--- src/rtl/ist_pkg.sv ---
package ist_pkg;
  localparam int NUM_SRC = 14;

  localparam int B_TX_DATA_EMPTY = 0;
  localparam int B_RX_DATA_FULL  = 1;
  localparam int B_TXF_ALMOST    = 2;
  localparam int B_TXF_EMPTY     = 3;
  localparam int B_RXF_ALMOST    = 4;
  localparam int B_RXF_FULL      = 5;
  localparam int B_TX_UNDERRUN   = 6;
  localparam int B_RX_OVERRUN    = 7;
  localparam int B_PARITY_ERR    = 8;
  localparam int B_FRAME_ERR     = 9;
  localparam int B_CTS_CHANGE    = 10;
  localparam int B_RX_TIMEOUT    = 11;
  localparam int B_BREAK_DONE    = 12;
  localparam int B_BUS_ERR       = 13;

  typedef logic [NUM_SRC-1:0] src_vec_t;

  localparam src_vec_t RX_GROUP = src_vec_t'((1 << B_RXF_ALMOST) | (1 << B_RXF_FULL) |
                                             (1 << B_RX_OVERRUN) | (1 << B_PARITY_ERR) |
                                             (1 << B_FRAME_ERR)  | (1 << B_RX_TIMEOUT));
  localparam src_vec_t TX_GROUP = src_vec_t'((1 << B_TXF_ALMOST) | (1 << B_TXF_EMPTY) |
                                             (1 << B_TX_UNDERRUN));
  localparam src_vec_t ALL_GROUP = '1;

  // Next value of a sticky write-one-clear bank; a new event outranks a clear.
  function automatic src_vec_t sticky_next(src_vec_t cur, src_vec_t set, src_vec_t clr);
    return (cur & ~clr) | set;
  endfunction

  // Pending test for one group of sources.
  function automatic logic group_pending(src_vec_t stat, src_vec_t en, src_vec_t mask);
    return |(stat & en & mask);
  endfunction
endpackage

--- src/rtl/ist_status_bank.sv ---
module ist_status_bank
  import ist_pkg::*;
#(
  parameter int N = NUM_SRC
) (
  input  logic         clk,
  input  logic         rst_n,
  input  logic [N-1:0] set_i,
  input  logic [N-1:0] clr_i,
  output logic [N-1:0] stat_o
);
  logic [N-1:0] stat_q;

  for (genvar i = 0; i < N; i++) begin : g_bit
    always_ff @(posedge clk or negedge rst_n) begin
      if (!rst_n)         stat_q[i] <= 1'b0;
      else if (set_i[i])  stat_q[i] <= 1'b1;
      else if (clr_i[i])  stat_q[i] <= 1'b0;
    end

    p_evt_sets_r2: assert property (@(posedge clk) disable iff (!rst_n)
      set_i[i] |=> stat_q[i]);
    p_sticky_r2: assert property (@(posedge clk) disable iff (!rst_n)
      (stat_q[i] && !clr_i[i]) |=> stat_q[i]);
    p_clear_r3: assert property (@(posedge clk) disable iff (!rst_n)
      (clr_i[i] && !set_i[i]) |=> !stat_q[i]);
    p_collide_r4: assert property (@(posedge clk) disable iff (!rst_n)
      (clr_i[i] && set_i[i]) |=> stat_q[i]);
    p_no_spurious_r2: assert property (@(posedge clk) disable iff (!rst_n)
      (!stat_q[i] && !set_i[i]) |=> !stat_q[i]);
  end

  assign stat_o = stat_q;
endmodule

--- src/rtl/ist_enable_reg.sv ---
module ist_enable_reg
  import ist_pkg::*;
#(
  parameter int N = NUM_SRC
) (
  input  logic         clk,
  input  logic         rst_n,
  input  logic         wr_i,
  input  logic [N-1:0] wdata_i,
  output logic [N-1:0] en_o
);
  logic [N-1:0] en_q;

  always_ff @(posedge clk or negedge rst_n) begin
    if (!rst_n)    en_q <= '0;
    else if (wr_i) en_q <= wdata_i;
  end

  p_hold_r9: assert property (@(posedge clk) disable iff (!rst_n)
    !wr_i |=> $stable(en_q));
  p_load_r5: assert property (@(posedge clk) disable iff (!rst_n)
    wr_i |=> (en_q == $past(wdata_i)));

  assign en_o = en_q;
endmodule

--- src/rtl/ist_irq_gen.sv ---
module ist_irq_gen
  import ist_pkg::*;
#(
  parameter int N = NUM_SRC
) (
  input  logic         clk,
  input  logic         rst_n,
  input  logic [N-1:0] stat_i,
  input  logic [N-1:0] en_i,
  output logic         irq_o,
  output logic         rx_irq_o,
  output logic         tx_irq_o
);
  localparam int NGRP = 3;
  localparam src_vec_t GRP_MASK [NGRP] = '{ALL_GROUP, RX_GROUP, TX_GROUP};

  logic [NGRP-1:0] pend_d, pend_q;

  for (genvar g = 0; g < NGRP; g++) begin : g_grp
    assign pend_d[g] = group_pending(src_vec_t'(stat_i), src_vec_t'(en_i), GRP_MASK[g]);
    always_ff @(posedge clk or negedge rst_n) begin
      if (!rst_n) pend_q[g] <= 1'b0;
      else        pend_q[g] <= pend_d[g];
    end
  end

  assign irq_o    = pend_q[0];
  assign rx_irq_o = pend_q[1];
  assign tx_irq_o = pend_q[2];

  p_group_in_any_r7: assert property (@(posedge clk) disable iff (!rst_n)
    (rx_irq_o || tx_irq_o) |-> irq_o);
  p_irq_rise_r6: assert property (@(posedge clk) disable iff (!rst_n)
    $rose(irq_o) |-> $past(|(stat_i & en_i)));
  p_irq_quiet_r6: assert property (@(posedge clk) disable iff (!rst_n)
    (stat_i & en_i) == '0 |=> !irq_o);
endmodule

--- src/rtl/ist_ctrl.sv ---
module ist_ctrl
  import ist_pkg::*;
#(
  parameter int ADDR_W    = 4,
  parameter int DATA_W    = 16,
  parameter int STAT_ADDR = 0,
  parameter int EN_ADDR   = 1
) (
  input  logic              clk,
  input  logic              rst_n,
  input  logic [13:0]       evt_i,
  input  logic              wr_en,
  input  logic [ADDR_W-1:0] addr,
  input  logic [DATA_W-1:0] wdata,
  output logic [DATA_W-1:0] rdata,
  output logic              irq,
  output logic              rx_irq,
  output logic              tx_irq
);
  localparam int PAD_W = DATA_W - NUM_SRC;

  logic         sel_stat, sel_en;
  logic         wr_stat, wr_en_reg;
  src_vec_t     clr_vec, stat_w, en_w;

  assign sel_stat  = (addr == ADDR_W'(STAT_ADDR));
  assign sel_en    = (addr == ADDR_W'(EN_ADDR));
  assign wr_stat   = wr_en && sel_stat;
  assign wr_en_reg = wr_en && sel_en;
  assign clr_vec   = wr_stat ? wdata[NUM_SRC-1:0] : '0;

  ist_status_bank #(.N(NUM_SRC)) u_stat (
    .clk(clk), .rst_n(rst_n), .set_i(evt_i), .clr_i(clr_vec), .stat_o(stat_w)
  );

  ist_enable_reg #(.N(NUM_SRC)) u_en (
    .clk(clk), .rst_n(rst_n), .wr_i(wr_en_reg), .wdata_i(wdata[NUM_SRC-1:0]), .en_o(en_w)
  );

  ist_irq_gen #(.N(NUM_SRC)) u_irq (
    .clk(clk), .rst_n(rst_n), .stat_i(stat_w), .en_i(en_w),
    .irq_o(irq), .rx_irq_o(rx_irq), .tx_irq_o(tx_irq)
  );

  always_comb begin
    if (sel_stat)    rdata = {{PAD_W{1'b0}}, stat_w};
    else if (sel_en) rdata = {{PAD_W{1'b0}}, en_w};
    else             rdata = '0;
  end

  p_status_kept_r9: assert property (@(posedge clk) disable iff (!rst_n)
    (wr_en_reg && evt_i == '0) |=> $stable(stat_w));
  p_unmapped_r8: assert property (@(posedge clk) disable iff (!rst_n)
    (wr_en && !sel_stat && !sel_en && evt_i == '0) |=> ($stable(stat_w) && $stable(en_w)));
  p_pad_zero_r5: assert property (@(posedge clk) disable iff (!rst_n)
    rdata[DATA_W-1:NUM_SRC] == '0);
endmodule

--- config.mk ---
export PLATFORM = sky130hd
export DESIGN_NAME = ist_ctrl
export DESIGN_NICKNAME = d
export VERILOG_FILES = /design/src/rtl/ist_pkg.sv /design/src/rtl/ist_status_bank.sv /design/src/rtl/ist_enable_reg.sv /design/src/rtl/ist_irq_gen.sv /design/src/rtl/ist_ctrl.sv
export SDC_FILE = /design/constraint.sdc
export NUM_CORES = 1
export LEC_CHECK = 0
export ABC_AREA = 0
export ABC_CLOCK_PERIOD_IN_PS = 1400
export BUFFER_PORTS_ARGS = -buffer_cell sky130_fd_sc_hd__buf_2
export CAP_MARGIN = 20
export CELL_PAD_IN_SITES_DETAIL_PLACEMENT = 1
export CELL_PAD_IN_SITES_GLOBAL_PLACEMENT = 1
export CORE_AREA = 2 2 70 72
export CTS_BUF_LIST = sky130_fd_sc_hd__clkbuf_2
export CTS_CLUSTER_DIAMETER = 200
export DETAILED_ROUTE_END_ITERATION = 10
export DIE_AREA = 0 0 72 74
export GPL_ROUTABILITY_DRIVEN = 0
export HOLD_SLACK_MARGIN = 0.03
export MAX_ROUTING_LAYER = met4
export PLACE_DENSITY = 0.69
export SETUP_SLACK_MARGIN = 0.5
export SLEW_MARGIN = 20
export SYNTH_ARGS = -nofsm -noshare
export SYNTH_HDL_FRONTEND = slang
export SYNTH_HIERARCHICAL = 1
export SYNTH_SLANG_ARGS = --single-unit
--- constraint.sdc ---
create_clock -name clk -period 1.4 [get_ports clk]
set_input_delay 0.07 -clock clk [delete_from_list [all_inputs] [get_ports clk]]
set_output_delay 0.07 -clock clk [all_outputs]
set_load 0.01 [all_outputs]
# After elaboration in Yosys (flattened, before gate mapping)
# Index checks and enable logic that the tools add are counted.
# Widths: inputs -> output; s select.
dict set report word_totals {
  in_bits 37
  ramBits 0
  out_inout_bits 19
  word_cells 71
  mem_count 0
  ff_bits 31
  latch_bits 0
  mem_bits_ro 0
}
dict set report classes {
  div_mod_pow 0
  multipliers 0
  order_cmp 0
  add_sub_neg 0
  n_reduce_logical 20
  shifts 0
  eq_ne 1
  n_mux 31
  bitwise_logic 1
}
# op count
set op_table {}
lappend op_table {{$mux 14} 3}
lappend op_table {{$mux 1} 28}
lappend op_table {{$reduce_bool 2->1} 14}
lappend op_table {{$and 14x14->14} 1}
lappend op_table {{$reduce_or 14->1} 1}
lappend op_table {{$reduce_or 6->1} 1}
lappend op_table {{$eq 4x1->1 const B} 1}
lappend op_table {{$logic_not 4->1} 1}
lappend op_table {{$reduce_or 3->1} 1}
lappend op_table {{$logic_and 1x1->1} 2}

# Longest topological paths before layout
# Gate-level depths: netlist (run 1).
dict set report depth {
  word_depth 5
  mapped_depth 6
}

# Hierarchy
# The synthesis (run 1) kept the hierarchy.
# module cells_per_inst instances area_each_um2
set by_module_without_submodules {}
lappend by_module_without_submodules {ist_enable_reg 29 1 519.2}
lappend by_module_without_submodules {ist_status_bank 42 1 508.0}
lappend by_module_without_submodules {ist_ctrl 55 1 365.4}
lappend by_module_without_submodules {ist_irq_gen 14 1 145.1}

# Worst setup path before layout (run 1)
# Ideal clock, no wire load.
dict set report synth_path {
  kind {input -> register}
  start {input port addr[0]}
  end {register u_en.en_q[10], in the netlist u_en/en_o[10]}
  required_time_ps 1275
  slack_ps -13
  arrival_ps 1288
  setup_time_ps 125
  path_stages 5
  cell_sequence {buf_2 > buf_2 > and3b_1 > buf_6 > mux2_2}
}
dict set report synth_between {
  elab_chain_cells 2
}
# element line_no
set synth_rtl {}
lappend synth_rtl {{from (decl)} ist_ctrl.sv:13} ;# input logic [ADDR_W-1:0] addr,
lappend synth_rtl {{$eq 4x1->1} ist_ctrl.sv:27} ;# assign sel_en = (addr == ADDR_W'(EN_ADDR));
lappend synth_rtl {{$logic_and 1x1->1} ist_ctrl.sv:29} ;# assign wr_en_reg = wr_en && sel_en;
lappend synth_rtl {{net wr_en_reg} ist_ctrl.sv:23} ;# logic wr_stat, wr_en_reg;
lappend synth_rtl {{to (signal assigned)} ist_enable_reg.sv:16} ;# else if (wr_i) en_q <= wdata_i;
lappend synth_rtl {{to (decl)} ist_enable_reg.sv:12} ;# logic [N-1:0] en_q;
# The timed path passes the listed nets, and every way through them passes these cells.
# A chain may end at the register's enable or synchronous reset.

# Worst setup path in the final report (run 1)
dict set report layout_path {
  start {register u_en.en_q[12], in the netlist u_en/en_o[12]}
  end {register u_irq.pend_q[0], in the netlist u_irq/irq_o}
}
dict set report layout_between {
  elab_chain_cells 2
}
# element line_no
set layout_rtl {}
lappend layout_rtl {{$and 14x14->14} --}
lappend layout_rtl {{$reduce_or 14->1} ist_pkg.sv:35} ;# return |(stat & en & mask);
lappend layout_rtl {{net u_irq.pend_d[0]} ist_irq_gen.sv:17} ;# logic [NGRP-1:0] pend_d, pend_q;
lappend layout_rtl {{to (signal, indexed assignment)} ist_irq_gen.sv:23} ;# else pend_q[g] <= pend_d[g];
lappend layout_rtl {{to (decl)} ist_irq_gen.sv:17}
# The timed path passes the listed nets, and every way through them passes these cells.

==> results of run 1 <==
flip-flops by register name, indices dropped and copies added (netlist names):
name	count
u_en/en_o	14
u_irq/tx_irq_o	1
u_irq/rx_irq_o	1
u_stat/stat_o	14
u_irq/irq_o	1
how the worst max path moves through the flow:
stage                                 start               endpoint  slack (ps)  depth (start not counted)
3_3_place_gp       u_en/en_o[1]$_DFFE_PN0P_  u_irq/irq_o$_DFF_PN0_         120                          3
4_1_cts           u_en/en_o[12]$_DFFE_PN0P_  u_irq/irq_o$_DFF_PN0_          90                          3
2_1_floorplan      u_en/en_o[1]$_DFFE_PN0P_  u_irq/irq_o$_DFF_PN0_         240                          3
6_report          u_en/en_o[12]$_DFFE_PN0P_  u_irq/irq_o$_DFF_PN0_          20                          3
3_5_place_dp       u_en/en_o[1]$_DFFE_PN0P_  u_irq/irq_o$_DFF_PN0_         110                          3
5_1_grt        u_stat/stat_o[1]$_DFFE_PN0P_  u_irq/irq_o$_DFF_PN0_          -8                          3
stage by stage:
step	hold slack, ps	total power, mW	worst slack (ps)	TNS [ps]	instance area, um2
CTS	276.3	2.113	85.24	0	2454
detailed placement	156.8	1.552	107.5	0	1964
global route	286.9	2.331	-8.305	-8.305	2555
global placement	146.3	1.523	116.1	0	1964
floorplan	-225.6	1.381	244.2	0	1675
finish	249.0	2.205	17.55	0	2555
metal layers:
| metal | global-route usage [%] | up-vias | share of wire [%] |
|---|---|---|---|
| met5 | - | - | 0 |
| met4 | 7.757 | 0 | 2.4 |
| met3 | 4.472 | 10 | 3.3 |
| met2 | 38.48 | 33 | 53 |
| met1 | 22.39 | 708 | 41 |
| li1 | - | 687 | - |
where the power goes:
group          internal (mW)  switching, mW  total, mW  leakage, nW
logic                  0.417          0.267      0.684        0.827
clock network          0.105          0.311      0.416       0.0262
registers               1.01         0.0986       1.10        0.324
kinds of logic after synthesis:
logic type / Yosys count
other: 1
AOI/OAI and AO/OA: 20
DFF: 31
muxes: 28
and+or+nand+nor: 37
buffers and inverters: 23
area by class of cell:
class	instances	area share, %
Timing Repair Buffer	108	32.86
Multi-Input combinational cell	87	30.75
Sequential cell	31	30.36
Tap cell	54	2.644
Inverter	14	2.057
Clock buffer	5	0.9794
Clock inverter	2	0.3428
synth_stat cells (all sizes together):
cell type | instances | area share (%)
inv | 14 | 3.4
a22oi | 5 | 2.4
conb | 1 | 0.24
nand2 | 3 | 0.73
a222oi | 1 | 0.65
nor3b | 1 | 0.81
a21o | 14 | 6.8
buf | 7 | 3.4
and3b | 1 | 0.57
nor2 | 15 | 3.7
nand3 | 1 | 0.33
or3 | 2 | 0.81
clkbuf | 2 | 0.57
mux2i | 14 | 9.1
and3 | 14 | 5.7
mux2 | 14 | 10
dfrtp | 31 | 50
timing repair:
action	4_1_cts	5_1_grt
hold buffers	29	0
hold endpoints to repair	59	0
endpoints found under the setup margin	19	24
gates resized for setup	18	5
pin swaps	8	6
buffers inserted	10	11
==> results.json, run 1 <==
{
  "status": "complete, no violations",
  "fin_cells": 301,
  "cts_root_buffer": "clkbuf_2",
  "clk_pin_slew_ps": 170,
  "hold_viol": 0,
  "seq_area_um2": 775.7,
  "cp_data_arrival_time_ps": 1620,
  "min_period_ps": 1382,
  "cp_top_family": "flip-flops",
  "vias": 1438,
  "slowest_delay_ps": 440,
  "grt_util_all_layers_pct": 21.02,
  "grt_pass1_wl_um": 7962,
  "multi_input_area_um2": 785.8,
  "maxSlewViolCount": 0,
  "final_cell_mix": "42 x buf_2, 31 x dfrtp_1, 29 x dlygate4sd3_1",
  "portBuffers": 51,
  "drt-initial-drc-count": 23,
  "worst_pin_slew_ps": 704.7,
  "reg2reg_slack_ps": 20,
  "avgSynthCellArea_um2": 10.98,
  "rr_endpoint": "u_irq/irq_o$_DFF_PN0_",
  "finalClockSkew_ps": 26.44,
  "numCtsBuffers": 5,
  "startpoint_type": "flip-flop",
  "rsz0062_at_grt": "true",
  "crit_type": "reg2reg",
  "finalCritPeriodShare_pct": 98.75,
  "synth_compound_area_share_pct": 9.927,
  "ys_warn_count": 6,
  "max-cap-violations": 0,
  "postRouteAntennaNets": 0,
  "std_cell_rows": 25,
  "path_cells": "a222oi_1 -> nand2_1 -> or3_1",
  "nets": 284,
  "ys_seq_area_share_pct": 50.45,
  "rr_worst_depth": 3,
  "timing.slew.headroom_pct": 53.02,
  "overflow": 0,
  "synth-simple-area-share_pct": 12.61,
  "core-area_um2": 4598,
  "synth-adder-area-share_pct": 0,
  "num_io_pins": 56,
  "drive_gt1_share_pct": 48.99,
  "drc": 0,
  "worstSetupEndpointType": "flip-flop",
  "fmax_mhz": 723.4,
  "mappedNetlistArea_um2": 1538,
  "dieArea_um2": 5328,
  "clk_latency_ps": 380,
  "fillers": 509,
  "synth_cell_types": 20,
  "layout_commonest_cell": "buf_2",
  "area_growth_pct": 66.15,
  "cpMaxStageDelayCell": "dfrtp_1",
  "synth_xor_area_share_pct": 0,
  "final-setup-viol-count": 0,
  "timing.hold.worst.class": "in2async",
  "routed_wirelength_um": 5006,
  "die_w_um": 72,
  "antenna_found_initial": 0,
  "grt_pass1_vias": 1580,
  "drtPass1Iterations": 6,
  "die-height_um": 74,
  "r2r-start": "u_en/en_o[12]$_DFFE_PN0P_",
  "cp.required_ps": 1640,
  "syn_inst": 140,
  "power.density_nw_per_um2": 862.9,
  "crit_buf_inv": 0,
  "clockBufferDepth": 2,
  "dp_hpwl_um": 3160,
  "diodes": 0,
  "cts_tree": "yes",
  "wl_per_cell_um": 16.63,
  "viasPerCell": 4.777,
  "cts.htree.levels": 2,
  "p_leak_nw": 1.177,
  "synth_top_family_by_area": "multiplexers",
  "start_util_pct": 33.44,
  "synthMuxAreaShare_pct": 19.37,
  "ys_ff_latch": 31,
  "post-route-util_pct": 55.56,
  "place_inst": 244,
  "grt_max_degree": 32,
  "worstPathMaxFanout": 3,
  "cts.sink_count": 31,
  "peakVddDrop_v": 0.0003985
}
(Power assumes the default switching activity.)
==> run 2: changes to the inputs <==
Settings changed: ABC_CLOCK_PERIOD_IN_PS 1400 to 1540.
Clock period 1.4 ns to 1.54 ns, I/O delays scaled along.
==> results.json, run 2 (same netlist as run 1, synthesis figures left out) <==
{
  "cts_root_buffer": "clkbuf_2",
  "nets": 270,
  "core-area_um2": 4598,
  "cts.sink_count": 31,
  "timing.slew.headroom_pct": 53.79,
  "vias": 1347,
  "cts.htree.levels": 2,
  "hold_slack_ps": 292.0,
  "worstSetupEndpointType": "flip-flop",
  "postRouteAntennaNets": 0,
  "portBuffers": 51,
  "maxSlewViolCount": 0,
  "std_cell_rows": 25,
  "start_util_pct": 33.44,
  "area_growth_pct": 46.95,
  "drtPass1Iterations": 4,
  "status": "complete, no violations",
  "final_cell_mix": "51 x buf_2, 31 x dfrtp_1, 29 x dlygate4sd3_1",
  "antenna_found_initial": 0,
  "timing.hold.worst.class": "in2async",
  "startpoint_type": "flip-flop",
  "layout_commonest_cell": "buf_2",
  "cp.required_ps": 1800,
  "worstPathMaxFanout": 3,
  "viasPerCell": 4.677,
  "clk_pin_slew_ps": 160,
  "drc": 0,
  "fin_setup_tns_ps": 0,
  "dp_hpwl_um": 2885,
  "grt_pass1_wl_um": 7148,
  "worst_pin_slew_ps": 693.1,
  "die_w_um": 72,
  "hold_viol": 0,
  "max-cap-violations": 0,
  "clockBufferDepth": 2,
  "fillers": 539,
  "clk_latency_ps": 360,
  "min_period_ps": 1369,
  "drive_gt1_share_pct": 38.03,
  "final-setup-viol-count": 0,
  "met3_usage_pct": 3.794,
  "rsz0062_at_grt": "true",
  "finalClockSkew_ps": 14.22,
  "dieArea_um2": 5328,
  "power.density_nw_per_um2": 806.7,
  "num_io_pins": 56,
  "crit_type": "reg2reg",
  "peakVddDrop_v": 0.0004020,
  "cp_data_arrival_time_ps": 1630,
  "drt-initial-drc-count": 35,
  "cts_tree": "yes",
  "gr-usage-met1_pct": 20.55,
  "numCtsBuffers": 5,
  "grt_pass1_vias": 1460,
  "diodes": 0,
  "fmax_mhz": 730.3,
  "wl_per_cell_um": 15.22,
  "p_leak_nw": 1.093,
  "grt_util_all_layers_pct": 18.71,
  "die-height_um": 74,
  "use_met2_pct": 34.26,
  "routed_wirelength_um": 4384,
  "grt_max_degree": 32,
  "finalCritPeriodShare_pct": 88.91,
  "overflow": 0,
  "busiest_layer": "met2"
}
==> run 2: metrics by stage <==
stage / power (mW) / cells / setup WS (ps) / util, % / cell area, um2
after floorplan: 1.211 / 141 / 384.2 / - / 1578
after global placement: 1.333 / 242 / 204.9 / 40.27 / 1852
after detailed placement: 1.357 / 242 / 180.3 / 40.27 / 1852
after CTS: 1.824 / 285 / 187.4 / 48.54 / 2232
after global routing: 1.942 / 288 / 152.9 / 49.14 / 2260
final: 1.823 / 288 / 170.7 / 49.14 / 2260
==> run 2: final cells by class <==
cell class / instances / area, um2 / area share [%]
inverter: 14 / 52.55 / 2.326
clock inverter: 3 / 15.01 / 0.6645
sequential: 31 / 775.7 / 34.33
tap: 54 / 67.56 / 2.990
multi-input combinational: 87 / 673.1 / 29.79
timing repair buffer: 94 / 650.6 / 28.79
clock buffer: 5 / 25.02 / 1.107
==> run 2: power by group <==
part	switching (mW)	internal [mW]	total, mW
Clock	0.278	0.101	0.379
Combinational	0.189	0.270	0.459
Sequential	0.0710	0.914	0.985
==> run 2: worst paths after layout <==
check                                                to  cells after the start  slack, ps                          from
max                               u_irq/irq_o$_DFF_PN0_                      3        170      u_en/en_o[1]$_DFFE_PN0P_
min                            u_en/en_o[6]$_DFFE_PN0P_                      2        290                         rst_n
max reg2reg                       u_irq/irq_o$_DFF_PN0_                      3        170      u_en/en_o[1]$_DFFE_PN0P_
min reg2reg                u_stat/stat_o[7]$_DFFE_PN0P_                      1        540  u_stat/stat_o[7]$_DFFE_PN0P_
max in group asynchronous      u_en/en_o[1]$_DFFE_PN0P_                      2        790                         rst_n
min in group clk           u_stat/stat_o[0]$_DFFE_PN0P_                      6        350                       addr[1]
==> run 2: timing repair <==
item                                    in CTS  in global routing
pin swaps                                    1                  6
hold endpoints to repair                    59                  0
gates resized for setup                      1                  1
endpoints found under the setup margin      15                 15
hold buffers                                29                  0
setup buffers                                6                  3
==> run 2: metal layers <==
metal / vias to the layer above / wire [um]
li1: 661 / -
met4: 0 / 55
met3: 6 / 162
met5: - / 0
met2: 32 / 2379
met1: 648 / 1786
==> run 2: worst max-delay path, stage by stage (launching register included) <==
cell and delay, ps:
dfrtp_1 420, a222oi_1 410, nand2_1 120, or3_1 330
